[src/rtl/cyc_irq_pkg.sv]
package cyc_irq_pkg;
  typedef logic [3:0] reg_ofs_t;

  localparam reg_ofs_t OFS_CTRL   = 4'hA;
  localparam reg_ofs_t OFS_LATCH0 = 4'hB;
endpackage

[src/rtl/cyc_irq_decode.sv]
module cyc_irq_decode
  import cyc_irq_pkg::*;
#(
  parameter int ADDR_W = 16,
  parameter int NBYTES = 2
) (
  input  logic              clk,
  input  logic              rst_n,
  input  logic [ADDR_W-1:0] addr,
  input  logic              we,
  output logic              ctrl_stb,
  output logic [NBYTES-1:0] byte_stb
);
  logic sel;
  logic unused_addr_bits;

  assign sel              = we & addr[ADDR_W-1];
  assign unused_addr_bits = ^addr[ADDR_W-2:4];
  assign ctrl_stb         = sel & (addr[3:0] == OFS_CTRL);

  for (genvar k = 0; k < NBYTES; k++) begin : g_byte
    localparam reg_ofs_t OFS_K = reg_ofs_t'(OFS_LATCH0 + k);
    assign byte_stb[k] = sel & (addr[3:0] == OFS_K);
  end

  // at most one register is selected by a single write
  assert_single_select_R2: assert property (@(posedge clk) disable iff (!rst_n)
    $onehot0({ctrl_stb, byte_stb}));
endmodule

[src/rtl/cyc_irq_latch.sv]
module cyc_irq_latch #(
  parameter int CNT_W  = 16,
  parameter int DATA_W = 8
) (
  input  logic              clk,
  input  logic              rst_n,
  input  logic [DATA_W-1:0] wdata,
  input  logic [CNT_W/DATA_W-1:0] byte_stb,
  output logic [CNT_W-1:0]  latch_q
);
  localparam int NBYTES = CNT_W / DATA_W;

  logic [CNT_W-1:0] latch_d;

  for (genvar k = 0; k < NBYTES; k++) begin : g_lane
    always_comb begin
      latch_d[k*DATA_W +: DATA_W] = latch_q[k*DATA_W +: DATA_W];
      if (byte_stb[k]) latch_d[k*DATA_W +: DATA_W] = wdata;
    end
  end

  always_ff @(posedge clk or negedge rst_n) begin
    if (!rst_n) latch_q <= '0;
    else        latch_q <= latch_d;
  end

  // the latch only moves on a byte write
  assert_latch_hold_R3: assert property (@(posedge clk) disable iff (!rst_n)
    (byte_stb == '0) |=> $stable(latch_q));
endmodule

[src/rtl/cyc_irq_counter.sv]
module cyc_irq_counter #(
  parameter int CNT_W = 16
) (
  input  logic             clk,
  input  logic             rst_n,
  input  logic             ctrl_stb,
  input  logic             en_bit,
  input  logic [CNT_W-1:0] latch_q,
  input  logic             cyc_tick,
  output logic             irq_q
);
  localparam logic [CNT_W-1:0] ONE = CNT_W'(1);

  logic [CNT_W-1:0] cnt_q, cnt_d;
  logic             run_q, run_d;
  logic             irq_d;

  always_comb begin
    cnt_d = cnt_q;
    run_d = run_q;
    irq_d = irq_q;
    if (ctrl_stb) begin
      cnt_d = latch_q;
      run_d = en_bit;
      irq_d = en_bit && (latch_q == '0);
    end else if (run_q && cyc_tick) begin
      if (cnt_q != '0) begin
        cnt_d = cnt_q - ONE;
        if (cnt_q == ONE) irq_d = 1'b1;
      end else begin
        irq_d = 1'b1;
      end
    end
  end

  always_ff @(posedge clk or negedge rst_n) begin
    if (!rst_n) begin
      cnt_q <= '0;
      run_q <= 1'b0;
      irq_q <= 1'b0;
    end else begin
      cnt_q <= cnt_d;
      run_q <= run_d;
      irq_q <= irq_d;
    end
  end

  assert_load_on_ctrl_R4: assert property (@(posedge clk) disable iff (!rst_n)
    ctrl_stb |=> (cnt_q == $past(latch_q)));
  assert_ack_disarm_R10: assert property (@(posedge clk) disable iff (!rst_n)
    (ctrl_stb && !en_bit) |=> !irq_q);
  assert_hold_idle_R5: assert property (@(posedge clk) disable iff (!rst_n)
    (!ctrl_stb && !(run_q && cyc_tick)) |=> $stable(cnt_q));
  assert_step_down_R5: assert property (@(posedge clk) disable iff (!rst_n)
    (!ctrl_stb && run_q && cyc_tick && cnt_q != '0) |=> (cnt_q == $past(cnt_q) - ONE));
  assert_irq_sticky_R8: assert property (@(posedge clk) disable iff (!rst_n)
    (irq_q && !ctrl_stb) |=> irq_q);
  assert_no_wrap_R8: assert property (@(posedge clk) disable iff (!rst_n)
    (cnt_q == '0 && !ctrl_stb) |=> (cnt_q == '0));
  assert_arm_zero_R7: assert property (@(posedge clk) disable iff (!rst_n)
    (ctrl_stb && en_bit && latch_q == '0) |=> irq_q);
endmodule

[src/rtl/cyc_irq_timer.sv]
module cyc_irq_timer #(
  parameter int ADDR_W = 16,
  parameter int DATA_W = 8,
  parameter int CNT_W  = 16
) (
  input  logic              clk,
  input  logic              rst_n,
  input  logic [ADDR_W-1:0] bus_addr,
  input  logic [DATA_W-1:0] bus_wdata,
  input  logic              bus_we,
  input  logic              cyc_tick,
  output logic              irq_o
);
  localparam int NBYTES = CNT_W / DATA_W;

  logic [1:0]        rst_sync_q;
  logic              rst_core_n;
  logic              ctrl_stb;
  logic [NBYTES-1:0] byte_stb;
  logic [CNT_W-1:0]  latch_q;

  always_ff @(posedge clk or negedge rst_n) begin
    if (!rst_n) rst_sync_q <= 2'b00;
    else        rst_sync_q <= {rst_sync_q[0], 1'b1};
  end
  assign rst_core_n = rst_sync_q[1];

  cyc_irq_decode #(.ADDR_W(ADDR_W), .NBYTES(NBYTES)) decode_i (
    .clk(clk), .rst_n(rst_core_n), .addr(bus_addr), .we(bus_we),
    .ctrl_stb(ctrl_stb), .byte_stb(byte_stb)
  );

  cyc_irq_latch #(.CNT_W(CNT_W), .DATA_W(DATA_W)) latch_i (
    .clk(clk), .rst_n(rst_core_n), .wdata(bus_wdata),
    .byte_stb(byte_stb), .latch_q(latch_q)
  );

  cyc_irq_counter #(.CNT_W(CNT_W)) counter_i (
    .clk(clk), .rst_n(rst_core_n), .ctrl_stb(ctrl_stb), .en_bit(bus_wdata[0]),
    .latch_q(latch_q), .cyc_tick(cyc_tick), .irq_q(irq_o)
  );

  // the interrupt is low while the core is held in reset
  assert_reset_quiet_R1: assert property (@(posedge clk) !rst_core_n |-> !irq_o);
endmodule

[config.mk]
export PLATFORM = sky130hd
export DESIGN_NAME = cyc_irq_timer
export DESIGN_NICKNAME = d
export VERILOG_FILES = /design/src/rtl/cyc_irq_pkg.sv /design/src/rtl/cyc_irq_decode.sv /design/src/rtl/cyc_irq_latch.sv /design/src/rtl/cyc_irq_counter.sv /design/src/rtl/cyc_irq_timer.sv
export SDC_FILE = /design/constraint.sdc
export NUM_CORES = 1
export LEC_CHECK = 0
export ABC_AREA = 0
export ABC_CLOCK_PERIOD_IN_PS = 2100
export CORE_MARGIN = 1
export CORE_UTILIZATION = 39
export CTS_CLUSTER_DIAMETER = 150
export CTS_CLUSTER_SIZE = 28
export DETAILED_ROUTE_END_ITERATION = 7
export SLEW_MARGIN = 10
export SYNTH_ARGS = -nofsm -noshare
export SYNTH_HDL_FRONTEND = slang
export SYNTH_SLANG_ARGS = --single-unit
[constraint.sdc]
create_clock -name clk -period 2.1 [get_ports clk]
set_input_delay 0.525 -clock clk [delete_from_list [all_inputs] [get_ports clk]]
set_output_delay 0.525 -clock clk [all_outputs]
set_load 0.05 [all_outputs]
# Word level (Yosys, flattened, before mapping)
# Cells that the tools add are included.
op_classes:
  reduce_logical: 8
  addsub: 1
  bitwise_logic: 4
  mux: 7
  eq_ne: 5
op_table:
  columns: ["operator", "count"]
  rows:
  - ["$mux W16", 3]
  - ["$eq A16 B1 Y1 const B", 1]
  - ["$logic_not A16 Y1", 1]
  - ["$reduce_bool A16 Y1", 1]
  - ["$sub A16 B1 Y16 const B", 1]
  - ["$eq A4 B4 Y1 const B", 3]
  - ["$and A1 B1 Y1", 4]
  - ["$mux W1", 4]
  - ["$reduce_and A2 Y1", 2]
  - ["$reduce_bool A2 Y1", 2]
  - ["$ne A3 B2 Y1 const B", 1]
  - ["$logic_and A1 B1 Y1", 2]
totals:
  register_bits: 36
  elab_cells: 31

# Logic depth before layout (Yosys ltp)
depth:
  word_depth: 5
  depth_mapped: 8

# By module
# A second synthesis with hierarchy kept.
hier_totals:
  cells_unflattened: 180
  area_unflattened_um2: 1955.6
by_module_without_submodules:
  columns: ["module", "area_each_um2", "cells_each", "n_inst"]
  rows:
  - ["cyc_irq_counter", 1193.6, 137, 1]
  - ["cyc_irq_latch", 663.1, 34, 1]
  - ["cyc_irq_timer", 53.8, 3, 1]
  - ["cyc_irq_decode", 45.0, 6, 1]

# Worst setup path after synthesis
# OpenSTA, ideal clock, no wires.
synth_timing:
  path_kind: "reg-to-reg"
  from: "register counter_i.cnt_q[0]"
  to: "register counter_i.cnt_q[10]"
  synth_period_minus_slack_ns: 2.033
  required_ns: 2.018
  path_stages_with_launch: 9
  n_path_buf: 1
  arrival_time_ns: 1.951
  setup_slack_ns: 0.067
  path_cell_list: "dfrtp_1 -> inv_1 -> ha_1 -> or3b_2 -> buf_2 -> nor3_4 -> nand2_1 -> or3_1 -> a31oi_1"
synth_via:
  elab_chain_cells: 4
synth_lines:
  columns: ["item", "line_no", "rtl"]
  rows:
  - ["from (decl)", "cyc_irq_counter.sv:14", "logic [CNT_W-1:0] cnt_q, cnt_d;"]
  - ["from (signal assigned)", "cyc_irq_counter.sv:42", "cnt_q <= cnt_d;"]
  - ["$sub A16 B1 Y16", "cyc_irq_counter.sv:28", "cnt_d = cnt_q - ONE;"]
  - ["$mux W16", "cyc_irq_counter.sv:27", "if (cnt_q != '0) begin"]
  - ["$mux W16", "cyc_irq_counter.sv:26", "end else if (run_q && cyc_tick) begin"]
  - ["$mux W16", "cyc_irq_counter.sv:22", "if (ctrl_stb) begin"]
# Parallel ways exist; a longest one is shown, timed or not. The select of a mux whose other input is x is not followed.
# A chain may end at the register's enable or synchronous reset.

# Final worst setup path
layout_timing:
  from: "register counter_i.cnt_q[1]"
  to: "register counter_i.cnt_q[1]"
# The elaborated chain is that of the path after synthesis.

==> summary.txt <==
Worst setup path
  – Worst Path Required: 2.33 ns
  – Crit Path Max Fanout: 6
  – CP peak stage delay: 0.44 ns
  – Crit path launch type: flop
  – Crit-path cells: inv_1, ha_2, or3b_4, nor4_4, nor2_2, a21oi_1, a22o_1
  – Critical path endpoint category: flop
  – Critical-path top delay cell: or3b_4
  – Crit path arrival time: 2.21 ns
  – Worst Path Class, Setup: flop to flop

STA
  – Period Utilization, post-route: 94.6%
  – Peak Freq: 504 MHz
  – Final critical-path required period: 1.99 ns
  – Final Hold Fails: 0
  – Final setup viols: 0
  – Max Slew Vio Count: 0
  – Setup TNS: 0 ns
  – Hold_ws: 0.271 ns
  – Final setup margin: 0.114 ns
  – Fin Clk Skew: 0.00676 ns

Power and ir drop
  – Comb power frac: 30.3%
  – Total power: 0.00272 W
  – Pwr Density: 1160 mW/mm^2
  – Max IR drop VDD: 0.592 mV
  – Sequential Power Share: 38.7%
  – Internal power: 0.00190 W
  – P_sw: 0.000817 W
  – Leak: 0.987 nW
  – Sw frac: 30.1%
  – Clock power share: 31.0%

Clock network
  – Root buffer cell: clkbuf_8
  – Clock-pin transition on the worst setup and hold timing paths: 0.08 ns
  – # hold bufs at CTS: 0
  – Worst skew pair latency: 0.29 ns
  – H-Tree Depth: 2
  – Total setup buffers inserted after CTS: 0
  – Clk buf depth: 2
  – CTS tree: done
  – CTS Buf Count: 5
  – Clock sink total: 36

Yosys
  – Warnings from Yosys: 0
  – Count leader, synth: dfrtp_1
  – Post-synth net total: 200
  – Fraction of registers with async set/reset: 100%
  – Syn Inst Count: 170
  – EDFF count, synth: 0
  – Post-Syn Area: 0.00181 mm^2
  – Synth Flop Type: dfrtp_1
  – Largest cells by area after synthesis: dfrtp_1, mux2_2, nand2_1, nor2_1, o21ai_0
  – Cell taking the most area after synthesis: dfrtp_1
  – Commonest cells in the synthesized netlist: dfrtp_1, mux2_2, nand2_1
  – Post-Syn Area per Cell: 10.6 um^2
  – #FFs+latches synth: 36
  – Top-area cell type share of the netlist area: 49.8%
  – Yosys cell types: 41
  – Post-synthesis sequential area ratio: 49.8%

Cells and area
  – Final std cells w/o fill: 257
  – Layout cells sized above 1: 28.3%
  – Filler Cell Count: 382
  – FF+latch area: 901 um^2
  – P&R area growth vs syn: 29.4%
  – Nets@finish: 234
  – N_diodes: 0
  – Multi-input gate area: 891 um^2

Outcome
  – Outcome: complete, no violations

Route
  – First-iteration detailed-routing DRC count: 52
  – Routed WL: 3820 um
  – Vias: 1426
  – DR DRC count: 0
  – DR WL/cell: 14.9 um
  – Initial DRT Pass Iterations: 4
  – DR vias/cell: 5.55
  – Final ANT Viol Nets: 0

Placement
  – Final Wtd Congestion: 0.902
  – Placed Instances: 250
  – Place WS: 0.00446 ns
  – DP HPWL: 2880 um
  – IO Port Bufs: 17

Floorplan
  – Die H: 70.1 um
  – Total die area: 0.00492 mm^2
  – Core area: 0.00441 mm^2
  – Chip width: 70.1 um
  – Site Rows: 24
  – IO Pins: 29
  – Starting Density: 41.0%

Global route
  – GRT Total Usage: 17.0%
  – First-pass GRT wire length: 6480 um
  – Gr ovfl total: 0
  – Initial antenna violation count: 0
  – Vias in the first global route: 1414
  – Largest net degree at the start of global routing: 35

Hold path
  – Hold Crit Class: flop to asynchronous set/reset pin

Job
  – Max_cap viols: 0
## timing repair
item,CTS,global route
endpoints found under the hold margin,0,0
gates resized for setup,0,7
endpoints found under the setup margin,0,6
## state kept, by name, summed over array words and instances, names as in the netlist
signal,count
counter_i.cnt_q,16
counter_i.irq_q,1
counter_i.run_q,1
latch_i.latch_q,16
rst_sync_q,2
## layout by cell type, fill, tap and decap left out, drive strengths merged, types with 3 or more instances in the layout
cell | netlist | layout
bufinv | 0 | 3
nand2 | 17 | 17
xnor2 | 4 | 4
nor2 | 15 | 15
buf | 2 | 17
xor2 | 3 | 3
or4 | 5 | 5
nor4 | 5 | 5
clkbuf | 5 | 5
a31oi | 5 | 5
or3 | 3 | 3
a21oi | 6 | 6
o21ai | 9 | 9
clkdlybuf4s50 | 0 | 17
inv | 4 | 4
nand3b | 3 | 3
dfrtp | 36 | 36
nor3 | 10 | 10
nand3 | 4 | 4
mux2 | 16 | 16
## worst paths after layout
path                            cells after the start                           start                              end  slack (ns)
min in group clk                                    0         rst_sync_q[0]$_DFF_PN0_          rst_sync_q[1]$_DFF_PN0_        0.36
worst max register to register                      7  counter_i.cnt_q[1]$_DFFE_PN0P_   counter_i.cnt_q[1]$_DFFE_PN0P_        0.11
worst max-delay path                                7  counter_i.cnt_q[1]$_DFFE_PN0P_   counter_i.cnt_q[1]$_DFFE_PN0P_        0.11
worst min-delay path                                1         rst_sync_q[1]$_DFF_PN0_  counter_i.cnt_q[10]$_DFFE_PN0P_        0.27
max in group asynchronous                           1         rst_sync_q[1]$_DFF_PN0_   latch_i.latch_q[0]$_DFFE_PN0P_        1.52
worst min register to register                      1         rst_sync_q[1]$_DFF_PN0_  counter_i.cnt_q[10]$_DFFE_PN0P_        0.27
## area by class of cell
cell class	count	share of cell area (%)
flip-flops and latches	36	38.5
clock inverters	3	3.85
clock buffers	5	2.94
well taps	52	2.78
repair buffers	34	13.3
multi-input cells	123	38.1
inverters	4	0.641
## logic make-up (layout without fill, tap and decap cells)
group	after synthesis	count (layout)	share of synthesized area, %
XOR/XNOR	7	7	3.39
flip-flops	36	36	49.8
multiplexers	17	17	10.5
other	1	1	0.207
buffers and inverters	11	46	2.42
adder cells (fa/ha/maj)	2	2	1.38
AO/OA/AOI/OAI	27	27	9.20
AND/OR/NAND/NOR	69	69	23.1
## worst max-delay path, delay by kind of cell, from the launching register on
kind                       cells  cell delay (ns)
buffers and inverters          1             0.08
AOI/OAI and AO/OA              2             0.35
DFF                            1             0.38
adders and majority gates      1             0.18
and+or+nand+nor                3             0.95
## power groups by stage
stage          Sequential, W  Combinational (W)  Clock [W]
2_1_floorplan        0.00106           0.000488          0
3_3_place_gp         0.00105           0.000762          0
3_5_place_dp         0.00106           0.000784          0
4_1_cts              0.00105           0.000786   0.000857
5_1_grt              0.00108           0.000910   0.000879
6_report             0.00105           0.000824   0.000843
## metrics by stage
| step | cell area [um^2] | utilization [%] |
|---|---|---|
| 6_report | 2340 | 53.0 |
| 5_1_grt | 2340 | 53.0 |
| 4_1_cts | 2330 | 52.7 |
| 3_5_place_dp | 2170 | 49.1 |
| 3_3_place_gp | 2170 | 49.1 |
| 2_1_floorplan | 1810 | - |
## per-layer routing
layer | up-vias | share of wire (%) | global-route usage, %
li1 | 690 | - | -
met1 | 696 | 46 | 22.0
met2 | 32 | 47 | 26.8
met3 | 8 | 4.2 | 4.76
met4 | 0 | 2.1 | 6.89
met5 | - | 0 | 0
No activity file was read; power rests on OpenSTA's default activity.
